$ cat config.mk
export PLATFORM = sky130hd
export DESIGN_NAME = bseq_top
export DESIGN_NICKNAME = d
export VERILOG_FILES = /design/src/rtl/bseq_pkg.sv /design/src/rtl/bseq_order.sv /design/src/rtl/bseq_ctrl.sv /design/src/rtl/bseq_top.sv
export SDC_FILE = /design/constraint.sdc
export NUM_CORES = 1
export LEC_CHECK = 0
export BUFFER_PORTS_ARGS = -buffer_cell sky130_fd_sc_hd__buf_2
export CAP_MARGIN = 0
export CELL_PAD_IN_SITES_DETAIL_PLACEMENT = 0
export CELL_PAD_IN_SITES_GLOBAL_PLACEMENT = 1
export CORE_MARGIN = 2
export CORE_UTILIZATION = 40
export CTS_CLUSTER_SIZE = 28
export DETAILED_ROUTE_END_ITERATION = 8
export PLACE_DENSITY_LB_ADDON = 0.25
export SLEW_MARGIN = 15
export SYNTH_ARGS = -nofsm -noshare
export SYNTH_HDL_FRONTEND = slang
export SYNTH_SLANG_ARGS = --single-unit
$ cat constraint.sdc
create_clock -name clk -period 3.8 [get_ports clk]
set_clock_uncertainty 0.15 [all_clocks]
set_input_delay 0.38 -clock clk [delete_from_list [all_inputs] [get_ports clk]]
set_output_delay 0.38 -clock clk [all_outputs]
set_load 0.05 [all_outputs]
$ cat src/rtl/bseq_pkg.sv
package bseq_pkg;
  typedef enum logic {
    ORD_LINEAR     = 1'b0,
    ORD_INTERLEAVE = 1'b1
  } order_e;
endpackage

$ cat src/rtl/bseq_order.sv
module bseq_order
  import bseq_pkg::*;
#(
  parameter int BURST_W = 2
) (
  input  logic [BURST_W-1:0] start_i,
  input  logic [BURST_W-1:0] step_i,
  input  order_e             order_i,
  output logic [BURST_W-1:0] low_o
);
  logic [BURST_W-1:0] lin_w;
  logic [BURST_W-1:0] ilv_w;

  // wrapping sum stays inside the burst group by width truncation
  assign lin_w = start_i + step_i;
  assign ilv_w = start_i ^ step_i;

  always_comb begin
    case (order_i)
      ORD_INTERLEAVE: low_o = ilv_w;
      default:        low_o = lin_w;
    endcase
  end
endmodule

$ cat src/rtl/bseq_ctrl.sv
module bseq_ctrl #(
  parameter int ADDR_W  = 20,
  parameter int BURST_W = 2
) (
  input  logic              clk,
  input  logic              rst,
  input  logic              stall_i,
  input  logic              adv_i,
  input  logic              sel_i,
  input  logic              wr_i,
  input  logic [ADDR_W-1:0] addr_i,
  output logic [ADDR_W-1:0] base_nxt_o,
  output logic [BURST_W-1:0] step_nxt_o,
  output logic              upd_o,
  output logic              wr_o,
  output logic              active_o
);
  logic [ADDR_W-1:0]  base_q;
  logic [BURST_W-1:0] step_q;
  logic               wr_q;
  logic               act_q;
  logic               wr_n;
  logic               act_n;

  always_comb begin
    base_nxt_o = base_q;
    step_nxt_o = step_q;
    wr_n       = wr_q;
    act_n      = act_q;
    upd_o      = 1'b0;
    if (!stall_i) begin
      if (!adv_i) begin
        if (sel_i) begin
          base_nxt_o = addr_i;
          step_nxt_o = '0;
          wr_n       = wr_i;
          act_n      = 1'b1;
          upd_o      = 1'b1;
        end else begin
          act_n = 1'b0;
        end
      end else if (act_q) begin
        step_nxt_o = step_q + 1'b1;
        upd_o      = 1'b1;
      end
    end
  end

  always_ff @(posedge clk) begin
    if (rst) begin
      base_q <= '0;
      step_q <= '0;
      wr_q   <= 1'b0;
      act_q  <= 1'b0;
    end else begin
      base_q <= base_nxt_o;
      step_q <= step_nxt_o;
      wr_q   <= wr_n;
      act_q  <= act_n;
    end
  end

  assign wr_o     = wr_q;
  assign active_o = act_q;

  AST_WR_HELD: assert property (@(posedge clk) disable iff (rst)
    (!stall_i && adv_i) |=> (wr_o == $past(wr_o)));
endmodule

$ cat src/rtl/bseq_top.sv
module bseq_top
  import bseq_pkg::*;
#(
  parameter int ADDR_W  = 20,
  parameter int BURST_W = 2
) (
  input  logic              clk,
  input  logic              rst,
  input  logic              stall_i,
  input  logic              adv_i,
  input  logic              sel_i,
  input  logic              wr_i,
  input  logic              order_i,
  input  logic [ADDR_W-1:0] addr_i,
  output logic [ADDR_W-1:0] addr_o,
  output logic              wr_o,
  output logic              active_o
);
  localparam int HI_W = ADDR_W - BURST_W;

  logic [ADDR_W-1:0]  base_nxt;
  logic [BURST_W-1:0] step_nxt;
  logic [BURST_W-1:0] low_nxt;
  logic               upd;
  logic [ADDR_W-1:0]  addr_q;
  order_e             ord;

  assign ord = order_e'(order_i);

  bseq_ctrl #(.ADDR_W(ADDR_W), .BURST_W(BURST_W)) ctrl_i (
    .clk        (clk),
    .rst        (rst),
    .stall_i    (stall_i),
    .adv_i      (adv_i),
    .sel_i      (sel_i),
    .wr_i       (wr_i),
    .addr_i     (addr_i),
    .base_nxt_o (base_nxt),
    .step_nxt_o (step_nxt),
    .upd_o      (upd),
    .wr_o       (wr_o),
    .active_o   (active_o)
  );

  bseq_order #(.BURST_W(BURST_W)) order_i0 (
    .start_i (base_nxt[BURST_W-1:0]),
    .step_i  (step_nxt),
    .order_i (ord),
    .low_o   (low_nxt)
  );

  always_ff @(posedge clk) begin
    if (rst) begin
      addr_q <= '0;
    end else if (upd) begin
      addr_q <= {base_nxt[ADDR_W-1:BURST_W], low_nxt};
    end
  end

  assign addr_o = addr_q;

  AST_LOAD_CAPTURE: assert property (@(posedge clk) disable iff (rst)
    (!stall_i && !adv_i && sel_i) |=> (addr_o == $past(addr_i) && active_o));
  AST_UPPER_FIXED: assert property (@(posedge clk) disable iff (rst)
    (!stall_i && adv_i && active_o) |=>
      (addr_o[ADDR_W-1:BURST_W] == $past(addr_o[ADDR_W-1:BURST_W])));
  AST_IDLE_ADVANCE: assert property (@(posedge clk) disable iff (rst)
    (!stall_i && adv_i && !active_o) |=> (!active_o && $stable(addr_o)));
  AST_STALL_FREEZE: assert property (@(posedge clk) disable iff (rst)
    stall_i |=> ($stable(addr_o) && $stable(wr_o) && $stable(active_o)));

  initial begin
    AST_HI_WIDTH: assert (HI_W >= 0);
  end
endmodule

==> impl_results.md, run 1 <==
- Status: finished, final reports clean
- RR Startpoint: ctrl_i.active_o
- Synth top area cells: dfxtp_1 55%, mux2i_1 14%, nor2_1 10%, a211oi_1 8.4%, mux2_2 2.1%
- Gr ovfl total: 0
- Synth top cells by count: 44 x dfxtp_1, 43 x nor2_1, 22 x mux2i_1, 18 x a211oi_1, 6 x clkbuf_1
- Hold Buf Count CTS: 0
- Total Routed Length: 3210 µm
- Core area: 0.00374 mm²
- Antenna violations before repair: 0
- Total die area: 0.00453 mm²
- Total nets after synthesis: 186
- CTS sink cnt: 44
- Number of synthesized register bits: 44
- Top Ports: 49
- Reg2reg path depth: 5
- Number of global-route vias before repair: 1,175
- Max Cap Viol: 0
- Synth Instances: 158
- Synth area leader: dfxtp_1
- Clock-pin slew on the worst setup and hold paths: 0.08 ns
- Worst Hold Depth: 3
- Max rail drop VDD: 218 µV
- Post-route ant nets: 0
- Final worst-path cycle share: 57.8%
- Post-CTS Setup Repair Bufs: 0
- PnR Total Power: 0.926 mW
- DP HPWL: 2190 µm
- Vias per cell: 4.92
- Share of layout cells above drive strength 1: 31.0%
- Vias after detailed routing: 1,234
- Largest net degree at the start of global routing: 46
- H-Tree Depth: 2
- Cell Area, Synth: 0.00160 mm²
- CP arrival: 2.23 ns
- FF-to-FF setup slack: 1.73 ns
- Port buffer count: 48
- Leakage Power: 0.831 nW
- Critical Path Source Type: input pin
- Antenna Cells: 0
- TritonCTS clock tree: done
- Global-route wire length before repair: 5180 µm
- Placer Congestion: 0.693
- Post-synth top area share: 55.0%
- Synth-to-layout area growth: 23.1%
- Clock Latency Late Sink: 0.29 ns
- Tmin final: 2.20 ns
- Worst slew margin: 47.9%
- Crit. End Element: flip-flop
- Power density cells: 469 mW/mm²
- Post-synth top flop: dfxtp_1
- Setup violators final: 0
- Row cnt: 22
- Yosys cell types: 22
- Min Hold Slack: 0.170 ns
- Starting DRT DRC Count: 83
- Worst-Margin Slew: 0.781 ns
- R2r endpoint: addr_o[7]
- CTS max path bufs: 2
- CP required: 3.83 ns
- Worst hold-check path type: input pin to flip-flop
- Nets: 231
- Max Clk Rate: 455 MHz
- Yosys warns: 0
- Final Hold Fails: 0
- WHS Endpoint: ctrl_i.wr_o
- Setup CP Type: input pin to flip-flop
- Hold wc startpoint: wr_i
- Die X: 67.3 µm
- Per-cell routed wire length: 12.8 µm
- Syn avg cell area: 10.1 µm²
- # DRC: 0
- Initial DRT Pass Iterations: 6
- Pins Over Slew Limit: 0
- RSZ-0062 raised after global routing: no
- Most frequent cell after synthesis: dfxtp_1
- Starting Density: 42.8%
- CTS Root Cell: clkbuf_8
- Die H: 67.3 µm
- All-layer global routing usage: 15.7%
- Final TNS setup: 0 ns
- CTS Buf Count: 5
- Ys async rst share: 0%
- CP max FO: 22
- Number of synthesized flops with an enable pin: 0
- Post_cts resized: 0
- Sequential-to-total area share from yosys stat: 55.0%
cell type report:
type	instances	area, µm²
clock buffer	7	96.3
timing repair buffer	50	255
tap	48	60.1
multi-input combinational	101	676
inverter	1	3.75
sequential	44	881
fill	378	1770
cell usage in the layout, fill, tap and decap left out, drive strengths merged, types with 2 or more instances in the layout:
cell,instances
mux2,3
clkbuf,7
dfxtp,44
nor2b,2
a211oi,18
nor2,43
buf,50
mux2i,22
xnor2,2
per-stage QoR:
step | instance area (µm²) | util, % | setup slack [ns] | instances
2_1_floorplan | 1600 | - | 1.63 | 158
3_3_place_gp | 1880 | 50.1 | 1.39 | 244
3_5_place_dp | 1880 | 50.1 | 1.27 | 244
4_1_cts | 1970 | 52.7 | 1.57 | 251
5_1_grt | 1970 | 52.7 | 1.49 | 251
6_report | 1970 | 52.7 | 1.60 | 251
flip-flops by register name (all words and copies together), names as in the netlist:
register	cells
addr_o	20
ctrl_i.base_q	20
ctrl_i.step_q	2
ctrl_i.active_o	1
ctrl_i.wr_o	1
report_power, final:
part           switching, mW  total (mW)  internal, mW
Combinational         0.0903       0.132        0.0419
Clock                  0.142       0.304         0.162
Sequential           0.00868       0.490         0.481
cells by family (layout without fill, tap and decap cells):
family	Yosys count	after routing	synth area share (%)
multiplexers	25	25	15.9
buffers and inverters	13	58	3.36
flip-flops	44	44	55.0
AND/OR/NAND/NOR	49	49	12.8
XOR/XNOR	2	2	1.09
adder cells (fa/ha/maj)	1	1	0.781
AO/OA/AOI/OAI	24	24	11.1
worst max-delay path, stage by stage:
cell and delay [ns]:
buf_2 0.14, nor3b_4 0.19, buf_4 0.37, mux2_2 0.40
ha_1 0.19, nand2b_1 0.08, xnor2_1 0.13, xnor2_1 0.08
o41ai_1 0.25
layer usage:
layer,share of wire (%),GRT usage [%],up-vias
met1,44,18.5,580
met5,0,0,-
met4,1.6,7.65,0
li1,-,-,624
met2,49,25.9,25
met3,4.9,4.67,5
how the worst max path moves through the flow:
stage           endpoint  cells past startpoint             from  slack [ns]
3_5_place_dp   addr_o[1]                      9            adv_i        1.27
3_3_place_gp   addr_o[1]                      9            adv_i        1.39
4_1_cts        addr_o[1]                      9            adv_i        1.57
5_1_grt        addr_o[1]                      9            adv_i        1.49
6_report       addr_o[1]                      9            adv_i        1.60
2_1_floorplan  addr_o[1]                      7  ctrl_i.active_o        1.63
(Power assumes the default switching activity.)
==> run 2, diff against run 1 <==
Settings changed: CORE_UTILIZATION 40 to 34.
Clock period 3.8 ns to 1.94 ns, I/O delays scaled along.
==> run 2 against run 1 <==
  * Critical path depth is 2 lower
  * Critical path type is now flip-flop to flip-flop
  * Die area is 17% higher
  * Sequential share of layout area is 0.91 points lower
  * Largest power group unchanged
  * Highest routed layer unchanged
==> impl_results.md, run 2 (synthesized netlist as in run 1, its figures left out) <==
- TritonCTS clock tree: done
- Initial DRT Pass Iterations: 4 (-2)
- Starting Density: 36.0% (-6.7 points)
- Family with the most delay on the worst path: compound AO/OA/AOI/OAI gates
- Antenna violations before repair: 0 (unchanged)
- Synth-to-layout area growth: 26.4%
- Crit. End Element: flip-flop
- Worst hold-check path type: input pin to flip-flop
- Critical Path Source Type: flip-flop
- Worst Path Buf+Inv: 0 (-2)
- Placer Congestion: 0.749 (+8.1%)
- Vias per cell: 4.74 (-3.5%)
- Gr ovfl total: 0 (unchanged)
- Setup CP Type: flip-flop to flip-flop
- Vias after detailed routing: 1,238 (+0.32%)
- All-layer global routing usage: 13.3% (-2.4 points)
- Die H: 72.6 µm (+8.0%)
- CTS sink cnt: 44 (unchanged)
- Final TNS setup: 0 ns (unchanged)
- DP HPWL: 2360 µm (+7.8%)
- Status: finished, final reports clean
- Slowest cell delay on critical path: 0.37 ns (-0.03 ns)
- Number of global-route vias before repair: 1,187 (+1.0%)
- Die X: 72.6 µm (+8.0%)
- Per-cell routed wire length: 12.8 µm (+0.39%)
- Port buffer count: 48 (unchanged)
- H-Tree Depth: 2 (unchanged)
- Nets: 236 (+2.2%)
- Starting DRT DRC Count: 43 (-48%)
- CTS Buf Count: 5 (unchanged)
- Post-route insts no fill: 261 (+4.0%)
- Most common cell after layout, fill and taps aside: buf_2
- CP dominant cell by count: xnor2_1
- CP Cell Sequence: mux2_4, a22o_1, ha_2, nand2b_1, xnor2_1, xnor2_1, o41ai_1
- Max Cap Viol: 0 (unchanged)
- Leakage Power: 0.856 nW (+3.0%)
- Core area: 0.00444 mm² (+19%)
- CP max FO: 5 (-77%)
- Largest net degree at the start of global routing: 29 (-37%)
- Placed cell count: 252 (+3.3%)
- Row cnt: 24 (+9.1%)
- FILL cells: 453 (+20%)
- Clock Latency Late Sink: 0.28 ns (about the same)
- Final Hold Fails: 0 (unchanged)
- Setup violators final: 0 (unchanged)
- Power density cells: 889 mW/mm² (+89%)
- Max rail drop VDD: 473 µV (+120%)
- Share of layout cells above drive strength 1: 34.0% (+2.9 points)
- Total die area: 0.00528 mm² (+17%)
- # DRC: 0 (unchanged)
- Global-route wire length before repair: 5290 µm (+2.0%)
- Post-route ant nets: 0 (unchanged)
- CP arrival: 1.90 ns (-0.33 ns)
- Crit path max-delay cell type: dfxtp_4
- Post-CTS Setup Repair Bufs: 0 (unchanged)
- Highest-count cells in the layout ignoring fill and taps: 48 x buf_2, 42 x nor2_1, 42 x dfxtp_1
- Worst slew margin: 79.1% (+31 points)
- RSZ-0062 raised after global routing: no
- Antenna Cells: 0 (unchanged)
- Pins Over Slew Limit: 0 (unchanged)
- Tmin final: 1.87 ns
- CTS Root Cell: clkbuf_8
- Total Routed Length: 3350 µm (+4.4%)
- CTS max path bufs: 2 (unchanged)
- Final worst-path cycle share: 96.6%
- Top Ports: 49 (unchanged)
- CP required: 1.97 ns (-1.86 ns)
- Max Clk Rate: 534 MHz
- Worst-Margin Slew: 0.313 ns (-0.467 ns)
- Clock-pin slew on the worst setup and hold paths: 0.08 ns (about the same)
==> run 2: cell types whose count changed in the layout (fill, tap and decap cells not counted) <==
cell	previous run	this run
buf_4	2	6
dfxtp_4	0	1
ha_1	1	0
mux2_4	0	1
dfxtp_1	44	42
dlygate4sd3_1	0	1
ha_2	0	1
clkinv_2	0	2
clkbuf_8	7	6
dfxtp_2	0	1
mux2_2	3	2
==> run 2: where the power goes <==
part           switching [mW]  internal (mW)  total, mW
Sequential             0.0175          0.941      0.959
Combinational           0.178         0.0887      0.267
Clock                   0.290          0.284      0.574
==> run 2: worst reg2reg max path, delay by kind of cell (launching register included) <==
family / cells / cell delay [ns]
AO/OA/AOI/OAI: 2 / 0.50
flip-flops: 1 / 0.37
multiplexers: 1 / 0.29
XOR/XNOR: 2 / 0.21
adder cells (fa/ha/maj): 1 / 0.17
AND/OR/NAND/NOR: 1 / 0.08
==> run 2: worst paths after layout <==
path,slack [ns],endpoint,start,cells after the start
worst max-delay path,0.07,addr_o[1],ctrl_i.active_o,7
worst min-delay path,0.02,ctrl_i.base_q[16],addr_i[16],3
worst max register to register,0.07,addr_o[1],ctrl_i.active_o,7
worst min register to register,0.34,ctrl_i.base_q[16],ctrl_i.base_q[16],2
==> run 2: timing repair <==
item,4_1_cts,5_1_grt
hold buffers,1,0
endpoints found under the hold margin,1,0
setup endpoints to repair,0,1
resized for setup,0,3
==> run 2: stage by stage <==
stage	power, mW	hold slack [ns]	cell area (µm²)	utilization [%]	setup slack [ns]
finish	1.80	0.0199	2020	45.6	0.0666
global route	1.90	0.0287	2020	45.6	0.00727
CTS	1.82	0.0134	2020	45.4	0.0503
detailed placement	1.25	0.296	1910	43.1	0.0578
global placement	1.24	0.279	1910	43.1	0.0932
floorplan	1.17	0.145	1610	-	0.0357
==> run 2: layout make-up <==
class | count | area, µm² | area share, %
tap | 52 | 65.1 | 3.21
sequential | 44 | 886 | 43.8
clock inverter | 2 | 10.0 | 0.494
timing repair buffer | 55 | 295 | 14.6
inverter | 1 | 3.75 | 0.185
multi-input combinational | 101 | 682 | 33.7
clock buffer | 6 | 82.6 | 4.08
==> run 2: per-layer routing <==
layer / up-vias / share of wire [%] / wire length [µm] / track usage (%)
li1: 638 / - / - / -
met1: 573 / 44 / 1480 / 15.5
met2: 25 / 50 / 1680 / 22.3
met3: 2 / 5.2 / 174 / 5.80
met4: 0 / 0.51 / 17 / 3.70
met5: - / 0 / 0 / 0
